[config.mk]
export PLATFORM = sky130hd
export DESIGN_NAME = mtp_pwm_timer
export DESIGN_NICKNAME = d
export VERILOG_FILES = /design/src/rtl/mtp_pkg.sv /design/src/rtl/mtp_prescaler.sv /design/src/rtl/mtp_counter.sv /design/src/rtl/mtp_chan_out.sv /design/src/rtl/mtp_pwm_timer.sv
export SDC_FILE = /design/constraint.sdc
export NUM_CORES = 1
export LEC_CHECK = 0
export BUFFER_PORTS_ARGS = -buffer_cell sky130_fd_sc_hd__buf_2
export CAP_MARGIN = 40
export CORE_MARGIN = 1
export CORE_UTILIZATION = 35
export DETAILED_ROUTE_END_ITERATION = 16
export PLACE_DENSITY = 0.61
export RECOVER_POWER = 100
export SLEW_MARGIN = 30
export SYNTH_ARGS = -nofsm -noshare
export SYNTH_HDL_FRONTEND = slang
export SYNTH_SLANG_ARGS = --single-unit
[constraint.sdc]
create_clock -name clk -period 8.2 [get_ports clk]
set_input_delay 2.05 -clock clk [delete_from_list [all_inputs] [get_ports clk]]
set_output_delay 2.05 -clock clk [all_outputs]
set_load 0.05 [all_outputs]
[src/rtl/mtp_pkg.sv]
package mtp_pkg;
  localparam int CNT_W = 16;
  localparam int PSC_W = 6;

  typedef enum logic [1:0] {
    SEL_CTRL = 2'd0,
    SEL_MOD  = 2'd1,
    SEL_CHAN = 2'd2,
    SEL_NONE = 2'd3
  } reg_sel_e;

  // Packed so that psel sits in bits [2:0], pol in bit 3, ovf_ie in bit 4, cmp_ie in bit 5
  typedef struct packed {
    logic       cmp_ie;
    logic       ovf_ie;
    logic       pol;
    logic [2:0] psel;
  } ctrl_t;

  localparam int CTRL_W = $bits(ctrl_t);

  // A tick is issued when all bits of the mask are set in the free-running prescaler
  function automatic logic [PSC_W-1:0] div_mask(input logic [2:0] sel);
    logic [PSC_W:0] span;
    span = (PSC_W+1)'(1) << ((sel == 3'd7) ? 3'd6 : sel);
    return PSC_W'(span - (PSC_W+1)'(1));
  endfunction

  function automatic logic is_wrap(input logic [CNT_W-1:0] cnt,
                                   input logic [CNT_W-1:0] modv);
    return cnt >= modv;
  endfunction

  function automatic logic [CNT_W-1:0] next_count(input logic [CNT_W-1:0] cnt,
                                                  input logic wrap);
    return wrap ? '0 : cnt + CNT_W'(1);
  endfunction
endpackage

[src/rtl/mtp_prescaler.sv]
module mtp_prescaler
  import mtp_pkg::*;
(
  input  logic       clk,
  input  logic       rst_n,
  input  logic       clr,
  input  logic [2:0] sel,
  output logic       tick
);
  logic [PSC_W-1:0] psc_q;
  logic [PSC_W-1:0] mask;

  always_comb begin
    mask = div_mask(sel);
    tick = (psc_q & mask) == mask;
  end

  always_ff @(posedge clk or negedge rst_n) begin
    if (!rst_n)   psc_q <= '0;
    else if (clr) psc_q <= '0;
    else          psc_q <= psc_q + PSC_W'(1);
  end
endmodule

[src/rtl/mtp_counter.sv]
module mtp_counter
  import mtp_pkg::*;
(
  input  logic             clk,
  input  logic             rst_n,
  input  logic             clr,
  input  logic             tick,
  input  logic [CNT_W-1:0] modv,
  input  logic [CNT_W-1:0] chan,
  output logic [CNT_W-1:0] cnt_q,
  output logic             ovf_ev,
  output logic             cmp_ev
);
  logic             wrap;
  logic [CNT_W-1:0] cnt_nxt;

  always_comb begin
    wrap    = is_wrap(cnt_q, modv);
    cnt_nxt = next_count(cnt_q, wrap);
    ovf_ev  = tick && !clr && wrap;
    cmp_ev  = tick && !clr && (cnt_nxt == chan);
  end

  always_ff @(posedge clk or negedge rst_n) begin
    if (!rst_n)    cnt_q <= '0;
    else if (clr)  cnt_q <= '0;
    else if (tick) cnt_q <= cnt_nxt;
  end
endmodule

[src/rtl/mtp_chan_out.sv]
module mtp_chan_out (
  input  logic clk,
  input  logic rst_n,
  input  logic ovf_ev,
  input  logic cmp_ev,
  input  logic pol,
  input  logic ovf_ie,
  input  logic cmp_ie,
  input  logic ovf_clr,
  input  logic cmp_clr,
  output logic pwm_out,
  output logic ovf_flag,
  output logic cmp_flag,
  output logic ovf_irq,
  output logic cmp_irq
);
  logic act_q;

  always_ff @(posedge clk or negedge rst_n) begin
    if (!rst_n) begin
      act_q    <= 1'b0;
      ovf_flag <= 1'b0;
      cmp_flag <= 1'b0;
    end else begin
      if (cmp_ev)      act_q <= 1'b0;
      else if (ovf_ev) act_q <= 1'b1;
      ovf_flag <= ovf_ev | (ovf_flag & ~ovf_clr);
      cmp_flag <= cmp_ev | (cmp_flag & ~cmp_clr);
    end
  end

  always_comb begin
    pwm_out = act_q ? ~pol : pol;
    ovf_irq = ovf_flag & ovf_ie;
    cmp_irq = cmp_flag & cmp_ie;
  end
endmodule

[src/rtl/mtp_pwm_timer.sv]
module mtp_pwm_timer
  import mtp_pkg::*;
(
  input  logic             clk,
  input  logic             rst_n,
  input  logic             wr_en,
  input  logic [1:0]       wr_sel,
  input  logic [CNT_W-1:0] wr_data,
  input  logic             ovf_clr,
  input  logic             cmp_clr,
  input  logic             cnt_rst,
  output logic             pwm_out,
  output logic [CNT_W-1:0] cnt_val,
  output logic             ovf_flag,
  output logic             cmp_flag,
  output logic             ovf_irq,
  output logic             cmp_irq
);
  ctrl_t            ctrl_q;
  logic [CNT_W-1:0] mod_q;
  logic [CNT_W-1:0] chan_q;
  logic             tick;
  logic             ovf_ev;
  logic             cmp_ev;
  logic             pol_w;

  always_ff @(posedge clk or negedge rst_n) begin
    if (!rst_n) begin
      ctrl_q <= '0;
      mod_q  <= '1;
      chan_q <= '0;
    end else if (wr_en) begin
      case (reg_sel_e'(wr_sel))
        SEL_CTRL: ctrl_q <= ctrl_t'(wr_data[CTRL_W-1:0]);
        SEL_MOD:  mod_q  <= wr_data;
        SEL_CHAN: chan_q <= wr_data;
        default:  ;
      endcase
    end
  end

  assign pol_w = ctrl_q.pol;

  mtp_prescaler u_psc (
    .clk   (clk),
    .rst_n (rst_n),
    .clr   (cnt_rst),
    .sel   (ctrl_q.psel),
    .tick  (tick)
  );

  mtp_counter u_cnt (
    .clk    (clk),
    .rst_n  (rst_n),
    .clr    (cnt_rst),
    .tick   (tick),
    .modv   (mod_q),
    .chan   (chan_q),
    .cnt_q  (cnt_val),
    .ovf_ev (ovf_ev),
    .cmp_ev (cmp_ev)
  );

  mtp_chan_out u_out (
    .clk      (clk),
    .rst_n    (rst_n),
    .ovf_ev   (ovf_ev),
    .cmp_ev   (cmp_ev),
    .pol      (pol_w),
    .ovf_ie   (ctrl_q.ovf_ie),
    .cmp_ie   (ctrl_q.cmp_ie),
    .ovf_clr  (ovf_clr),
    .cmp_clr  (cmp_clr),
    .pwm_out  (pwm_out),
    .ovf_flag (ovf_flag),
    .cmp_flag (cmp_flag),
    .ovf_irq  (ovf_irq),
    .cmp_irq  (cmp_irq)
  );
endmodule

# --- Word-level counts from Yosys, hierarchy flattened ---
# Index checks and enable logic that the tools add are counted.
totals:
  in_bits: 24
  wordCells: 49
  ff_bits: 63
  out_inout_bits: 21
op_classes:
  bitwise: 10
  n_shift: 1
  reduce_logical: 10
  n_mux: 8
  eq_ne: 5
  n_lt_le_gt_ge: 1
  addsub: 3
op_table:
  columns: ["operator", "count"]
  rows:
  - ["two-way mux 16 bit", 3]
  - ["adder 16 x 1 -> 16 bit, second input constant", 1]
  - ["== test 16 bit", 1]
  - ["greater-or-equal comparator 16 bit", 1]
  - ["adder 6 x 1 -> 6 bit, second input constant", 1]
  - ["bitwise AND 6 bit", 1]
  - ["== test 6 bit", 1]
  - ["two-way mux 6 bit", 1]
  - ["AND reduction 2 bit", 3]
  - ["left shift 1 x 3 -> 6 bit, first input constant", 1]
  - ["subtractor 6 x 1 -> 6 bit, second input constant", 1]
  - ["bitwise AND 1 bit", 4]
  - ["nonzero test 2 bit", 2]
  - ["== test 3 bit, second input constant", 1]
  - ["logical AND 1 bit", 3]
  - ["two-way mux 1 bit", 3]
  - ["two-way mux 3 bit", 1]
  - ["inverter 1 bit", 3]
  - ["== test 2 x 1 -> 1 bit, second input constant", 1]
  - ["== test 2 bit, second input constant", 1]
  - ["logical NOT 2 bit", 1]
  - ["bitwise OR 1 bit", 2]
  - ["logical NOT 1 bit", 1]

# --- Depth between registers and ports, before layout ---
# Gate-level depths: netlist (run 1).
depth:
  word_depth: 10
  mapped_depth: 11
  mapped_depth_nobuf: 9

# --- Cells and area by module ---
# A second synthesis (run 1) with hierarchy kept.
unflattened:
  hier_cells: 365
  hier_area_um2: 3822.4
by_module_without_submodules:
  columns: ["mod", "seq_area_each_um2", "area_each_um2", "instances", "cells_per_inst"]
  rows:
  - ["mtp_counter", 400.4, 1918.1, 1, 243]
  - ["mtp_pwm_timer", 970.9, 1485.2, 1, 81]
  - ["mtp_prescaler", 150.1, 292.8, 1, 29]
  - ["mtp_chan_out", 75.1, 126.4, 1, 12]

# --- Worst setup path before layout (run 1) ---
# No wires, ideal clock.
synth_timing:
  kind: "input-to-reg"
  from: "input port cnt_rst"
  to: "register u_out.act_q"
  setup_time_ns: 0.121
  arrival_time_ns: 3.325
  slack_ns: 4.754
  cell_stages: 5
  cell_sequence: "nand2b_1 clkbuf_1 or4_1 a2111o_1 o22a_1"
synth_between:
  elab_chain_cells: 4
  elab_cells_between_ends: 6
  classes_between: "mux: 1; reduce/logical: 5"
synth_lines:
  columns: ["item", "line", "rtl"]
  rows:
  - ["start, declared", "mtp_pwm_timer.sv:11", "input logic cnt_rst,"]
  - ["logical NOT 1 bit (*)", "mtp_counter.sv:20, mtp_counter.sv:21", null]
  - ["logical AND 1 bit (*)", "mtp_counter.sv:20, mtp_counter.sv:21", null]
  - ["logical AND 1 bit (on tied branches)", "mtp_counter.sv:21, mtp_counter.sv:20", null]
  - ["two-way mux 1 bit or nonzero test 2 bit (tied branches)", null, null]
  - ["end signal, assigned", "mtp_chan_out.sv:21", "act_q <= 1'b0;"]
  - ["end signal, assigned", "mtp_chan_out.sv:25", "if (cmp_ev) act_q <= 1'b0;"]
  - ["end signal, assigned", "mtp_chan_out.sv:26", "else if (ovf_ev) act_q <= 1'b1;"]
  - ["end, declared", "mtp_chan_out.sv:17", "logic act_q;"]
# Mark *: on every way between the ends. The rest lies on a longest branch, timed or not.
# A chain may end at the register's enable or synchronous reset.

==> flow_metrics.py, run 1 <==
metrics = {
    "routing": {
        "routed_wl_um": 9570,
        "detailedRoute.firstPassIterationCount": 4,
        "post_drt_wl_per_cell_um": 16.9,
        "via_per_inst": 5.45,
        "ant_nets": 0,
        "num_vias": 3080,
        "drt_iter0_drc": 115,
        "remaining_drc_errors": 0,
    },
    "job": {
        "cap_violations": 1,
    },
    "setup_path": {
        "worstSetupPathType": "in2async",
        "arrival_ns": 4.77,
        "critPathMaxFanout": 50,
        "cp-start-kind": "input pin",
        "r2r_start": "mod_q[15]",
        "endpoint_kind": "asynchronous set/reset pin",
        "cp.required_ns": 8.06,
        "crit_path_start": "rst_n",
    },
    "global_routing": {
        "grt_overflow": 0,
        "grt_pass1_vias": 3060,
        "grt_pass1_wl_um": 15800,
        "grt_usage_pct": 18.2,
        "grt_antenna_before_repair": 0,
        "grt_max_degree": 64,
    },
    "timing": {
        "skew_ns": 0.0128,
        "setup_viol": 0,
        "hold_violations": 0,
        "drv_slew": 51,
        "maxSlewHeadroom_pct": -84.6,
        "min_period_over_period_pct": 59.9,
        "tightest_slew_ns": 2.77,
        "layout_min_cycle_time_ns": 4.91,
        "fin_setup_tns_ns": 0,
        "rsz0062_at_grt": "no",
        "fmax_mhz": 204,
    },
    "clock_tree": {
        "post_cts_resize_count": 0,
        "root_buffer": "clkbuf_8",
        "clock-sinks": 63,
        "cts_buffers": 9,
        "cts_buffer_depth": 2,
        "cts_tree": "done",
        "cts_setup_buffers": 0,
        "htree_levels": 3,
        "cts_hold_buf": 0,
        "clock_latency_ns": 0.36,
        "cts.clk_slew.worst_paths_ns": 0.07,
    },
    "place": {
        "placed_area_sq_um": 4220,
        "dp_cells": 547,
        "io_buffers": 44,
        "dp_hpwl_um": 7190,
        "gp_congestion": 0.877,
    },
    "hold_path": {
        "hp-start": "ctrl_q[5]",
        "worstHoldPathType": "reg2reg",
    },
    "logic_synthesis": {
        "synth-seq-cells": 63,
        "ys.flop_type": "dfrtp_1",
        "synth.distinct_cells": 67,
        "netlist_instances": 378,
        "yosys_warnings": 0,
        "synth.area.top_cells": "dfrtp_1 30%, mux2_2 11%, dfstp_2 11%",
        "synth_area_per_cell_sq_um": 10.3,
        "syn_area_sq_um": 3880,
        "async_flop_share_pct": 100,
        "yosysTopAreaCell": "dfrtp_1",
        "synthesis.nets": 420,
        "synth_edf_count": 0,
        "yosysSeqAreaShare_pct": 41.2,
        "synth_top_area_share_pct": 30.3,
    },
    "final_layout": {
        "finalNonFillerCells": 565,
        "nets": 462,
        "syn_to_final_growth_pct": 12.9,
        "fin_util_pct": 40.4,
        "diodes": 0,
        "design_area_sq_um": 4380,
        "nFillCells": 1101,
        "drive_above_1_share_pct": 23.8,
    },
    "floorplan": {
        "num_rows": 38,
        "initial_core_util_pct": 35.8,
        "dieArea_sq_um": 11500,
        "fp.dieW_um": 107,
        "die_height_um": 107,
        "core_sq_um": 10800,
        "pin_count": 45,
    },
    "power_and_ir_drop": {
        "power_density_nw_per_um2": 189,
        "p_leak_nw": 1.84,
        "ir_drop_mv": 0.0674,
    },
    "outcome": {
        "outcome": "finished with violations",
        "violations": "capacitance limit, slew limit",
    },
}
-- state kept, by name (all words and copies together) (netlist names) --
register and count:
u_out.cmp_flag 1, u_psc.psc_q 6, mod_q 16, u_cnt.cnt_q 16, u_out.act_q 1, u_out.ovf_flag 1
ctrl_q 5, pol_w 1, chan_q 16
-- cell usage in the layout (no fill, tap or decap), types with 15 or more instances in the layout --
cell       n
buf_2     20
clkbuf_1  31
dfrtp_1   47
dfstp_2   16
ha_1      18
inv_1     24
mux2_2    39
nand2_1   24
nor2_1    21
xnor2_1   15
-- layout make-up --
class | count | area, sq um | area share [%]
clock buffers | 11 | 141 | 3.23
flip-flops and latches | 63 | 1600 | 36.5
inverters | 24 | 90.1 | 2.06
multi-input cells | 272 | 2110 | 48.1
clock inverters | 5 | 57.6 | 1.31
repair buffers | 50 | 213 | 4.86
well taps | 140 | 175 | 4.00
-- logic make-up after synthesis --
logic type      after synthesis  synth area share (%)
simple gates                116                  17.2
compound gates               72                  13.1
flops                        63                  41.2
buf+inv                      43                  4.55
mux                          41                  11.8
xor+xnor                     25                  6.39
fa+ha+maj                    18                  5.81
-- routing by layer --
layer  vias up  routed length [um]  GRT usage [%]
met2        95                4540           28.9
met4         0                 132           6.46
met5         -                   0              0
met1      1523                4290           23.7
met3         9                 598           5.21
li1       1453                   -              -
-- critical path: stages --
cell and delay, ns:
buf_2 0.07, clkbuf_1 0.59, clkbuf_1 2.02
-- stage by stage --
| step | power (mW) | hold WS (ns) | setup WS, ns |
|---|---|---|---|
| global route | 0.877 | 0.529 | 2.55 |
| CTS | 0.842 | 0.513 | 4.78 |
| global placement | 0.556 | 0.484 | 4.49 |
| floorplan | 0.511 | 0.465 | 4.75 |
| finish | 0.829 | 0.506 | 3.29 |
| detailed placement | 0.566 | 0.496 | 4.45 |
-- where the power goes --
part | switching (mW) | internal (mW)
combinational | 0.0820 | 0.0765
sequential | 0.0376 | 0.361
clock | 0.125 | 0.148
total | 0.244 | 0.585
-- synthesized netlist by cell type (all sizes together), types with 3 or more instances --
cell type  instances
a21oi             14
a22o               4
a41oi              4
and3               5
buf                8
clkbuf            11
dfrtp             47
dfstp             16
ha                18
inv               24
mux2              39
nand2             24
nand2b             8
nand3              9
nand3b             3
nand4              7
nor2              21
nor2b              3
nor3              11
nor3b              4
nor4               5
o21ai             14
o22ai              7
or2                3
or3                4
xnor2             15
xor2               8
-- final timing paths --
| check | cells after the start | endpoint | slack [ns] |
|---|---|---|---|
| max | 3 | u_cnt.cnt_q[3] | 3.29 |
| min | 1 | ctrl_q[5] | 0.51 |
| max reg2reg | 9 | u_out.act_q | 4.79 |
| min reg2reg | 1 | ctrl_q[5] | 0.51 |
| max in group clk | 5 | u_cnt.cnt_q[6] | 4.62 |
| min in group asynchronous | 2 | chan_q[4] | 1.84 |
Note: power is estimated with default switching activity, not from simulation.
==> run 2: changes to the inputs <==
--- a/config.mk
+++ b/config.mk
@@ -10,7 +10,7 @@
 export CORE_MARGIN = 1
 export CORE_UTILIZATION = 35
 export DETAILED_ROUTE_END_ITERATION = 16
-export PLACE_DENSITY = 0.61
+export PLACE_DENSITY = 0.63
 export RECOVER_POWER = 100
 export SLEW_MARGIN = 30
 export SYNTH_ARGS = -nofsm -noshare
==> constraint.sdc (replaced) <==
create_clock -name clk -period 4.5 [get_ports clk]
set_input_delay 1.125 -clock clk [delete_from_list [all_inputs] [get_ports clk]]
set_output_delay 1.125 -clock clk [all_outputs]
set_load 0.05 [all_outputs]
==> flow_metrics.py, run 2 (synthesized netlist as in run 1, its figures left out) <==
metrics = {
    "floorplan": {
        "dieArea_sq_um": 11500,
        "die_height_um": 107,
        "initial_core_util_pct": 35.8,
        "core_sq_um": 10800,
        "fp.dieW_um": 107,
        "num_rows": 38,
        "pin_count": 45,
    },
    "hold_path": {
        "worstHoldPathType": "reg2reg",
    },
    "final_layout": {
        "nets": 461,
        "reg.largest.list": "chan_q: 16 flops, mod_q: 16 flops, u_cnt.cnt_q: 16 flops",
        "drive_above_1_share_pct": 23.6,
        "syn_to_final_growth_pct": 14.2,
        "finalNonFillerCells": 564,
        "nFillCells": 1095,
        "mostFrequentLayoutCell": "dfrtp_1",
        "layout_common_cells": "47 x dfrtp_1, 39 x mux2_2, 30 x clkbuf_1, 24 x inv_1, 24 x nand2_1",
        "diodes": 0,
    },
    "setup_path": {
        "critPathMaxFanout": 11,
        "cp_slowest_cell": "or4b_1",
        "cp-start-kind": "register",
        "cp.required_ns": 4.75,
        "endpoint_kind": "register",
        "slowest_delay_ns": 0.63,
        "worstSetupPathType": "reg2reg",
        "timing.critical_path.cells": "ha_1 -> nand4_1 -> nor3_1 -> or4b_1 -> nand3_1 -> or2_0 -> o22ai_1 -> a22o_1",
        "arrival_ns": 3.59,
    },
    "routing": {
        "post_drt_wl_per_cell_um": 17.0,
        "via_per_inst": 5.49,
        "ant_nets": 0,
        "routed_wl_um": 9610,
        "remaining_drc_errors": 0,
        "num_vias": 3094,
        "detailedRoute.firstPassIterationCount": 5,
        "drt_iter0_drc": 199,
    },
    "timing": {
        "min_period_over_period_pct": 74.2,
        "fin_setup_tns_ns": 0,
        "hold-worst-slack_ns": 0.508,
        "hold_violations": 0,
        "skew_ns": 0.00607,
        "maxSlewHeadroom_pct": -8.84,
        "tightest_slew_ns": 1.63,
        "rsz0062_at_grt": "no",
        "setup_viol": 0,
        "fmax_mhz": 299,
        "drv_slew": 33,
        "layout_min_cycle_time_ns": 3.34,
    },
    "clock_tree": {
        "cts_setup_buffers": 0,
        "clock_latency_ns": 0.36,
        "cts_buffers": 9,
        "cts_hold_buf": 0,
        "cts_tree": "done",
        "clock-sinks": 63,
        "cts.clk_slew.worst_paths_ns": 0.07,
        "htree_levels": 3,
        "cts_buffer_depth": 2,
        "post_cts_resize_count": 0,
        "root_buffer": "clkbuf_8",
    },
    "power_and_ir_drop": {
        "p_total_mw": 1.66,
        "p_leak_nw": 1.88,
        "power_density_nw_per_um2": 374,
        "ir_drop_mv": 0.203,
    },
    "place": {
        "dp_hpwl_um": 7320,
        "io_buffers": 44,
        "dp_cells": 546,
        "gp_congestion": 0.872,
    },
    "global_routing": {
        "grt_pass1_wl_um": 15600,
        "grt_overflow": 0,
        "grt_usage_pct": 18.0,
        "grt_pass1_vias": 3031,
        "grt_max_degree": 33,
        "grt_antenna_before_repair": 0,
    },
    "outcome": {
        "outcome": "finished with violations",
        "violations": "capacitance limit, slew limit",
    },
    "job": {
        "cap_violations": 2,
    },
}
-- run 2: path summary, 6_finish.rpt --
check                      slack, ns               to       startpoint  cells after the start
max                             1.16   u_cnt.cnt_q[6]  u_cnt.cnt_q[13]                      8
min                             0.51        chan_q[9]        chan_q[9]                      1
max reg2reg                     1.16   u_cnt.cnt_q[6]  u_cnt.cnt_q[13]                      8
min reg2reg                     0.51        chan_q[9]        chan_q[9]                      1
max in group asynchronous       2.05      u_out.act_q            rst_n                      2
min in group asynchronous       0.62  u_cnt.cnt_q[11]            rst_n                      1
-- run 2: area by class of cell --
type | instances | area, sq um | share of cell area [%]
clock inverter | 7 | 135 | 3.05
tap | 140 | 175 | 3.95
multi-input combinational | 272 | 2100 | 47.4
clock buffer | 9 | 124 | 2.80
timing repair buffer | 49 | 208 | 4.69
inverter | 24 | 90.1 | 2.03
sequential | 63 | 1600 | 36.0
-- run 2: worst max-delay path: cells and delay by family (launching register included) --
kind                       cells  cell delay, ns
and+or+nand+nor                5            1.91
AOI/OAI and AO/OA              2            0.45
adders and majority gates      1            0.36
DFF                            1            0.50
-- run 2: stage by stage --
stage                     setup WS (ns)  utilization, %  instance area [sq um]
after CTS                          1.22            41.3                   4480
after global placement             1.34            38.7                   4200
after floorplan                    1.26               -                   3880
after detailed placement           1.23            39.0                   4220
after global routing               1.00            40.9                   4430
final                              1.16            40.9                   4430
-- run 2: layer usage --
metal | track usage (%) | wire length (um) | up-vias
met4 | 9.10 | 216 | 0
li1 | - | - | 1459
met2 | 28.2 | 4520 | 107
met5 | 0 | 0 | -
met3 | 3.69 | 547 | 16
met1 | 23.6 | 4320 | 1512
-- run 2: report_power, final --
part           switching [mW]  leakage, nW  internal (mW)
logic                   0.153        0.971          0.139
clock network           0.221        0.133          0.421
registers              0.0663        0.774          0.657
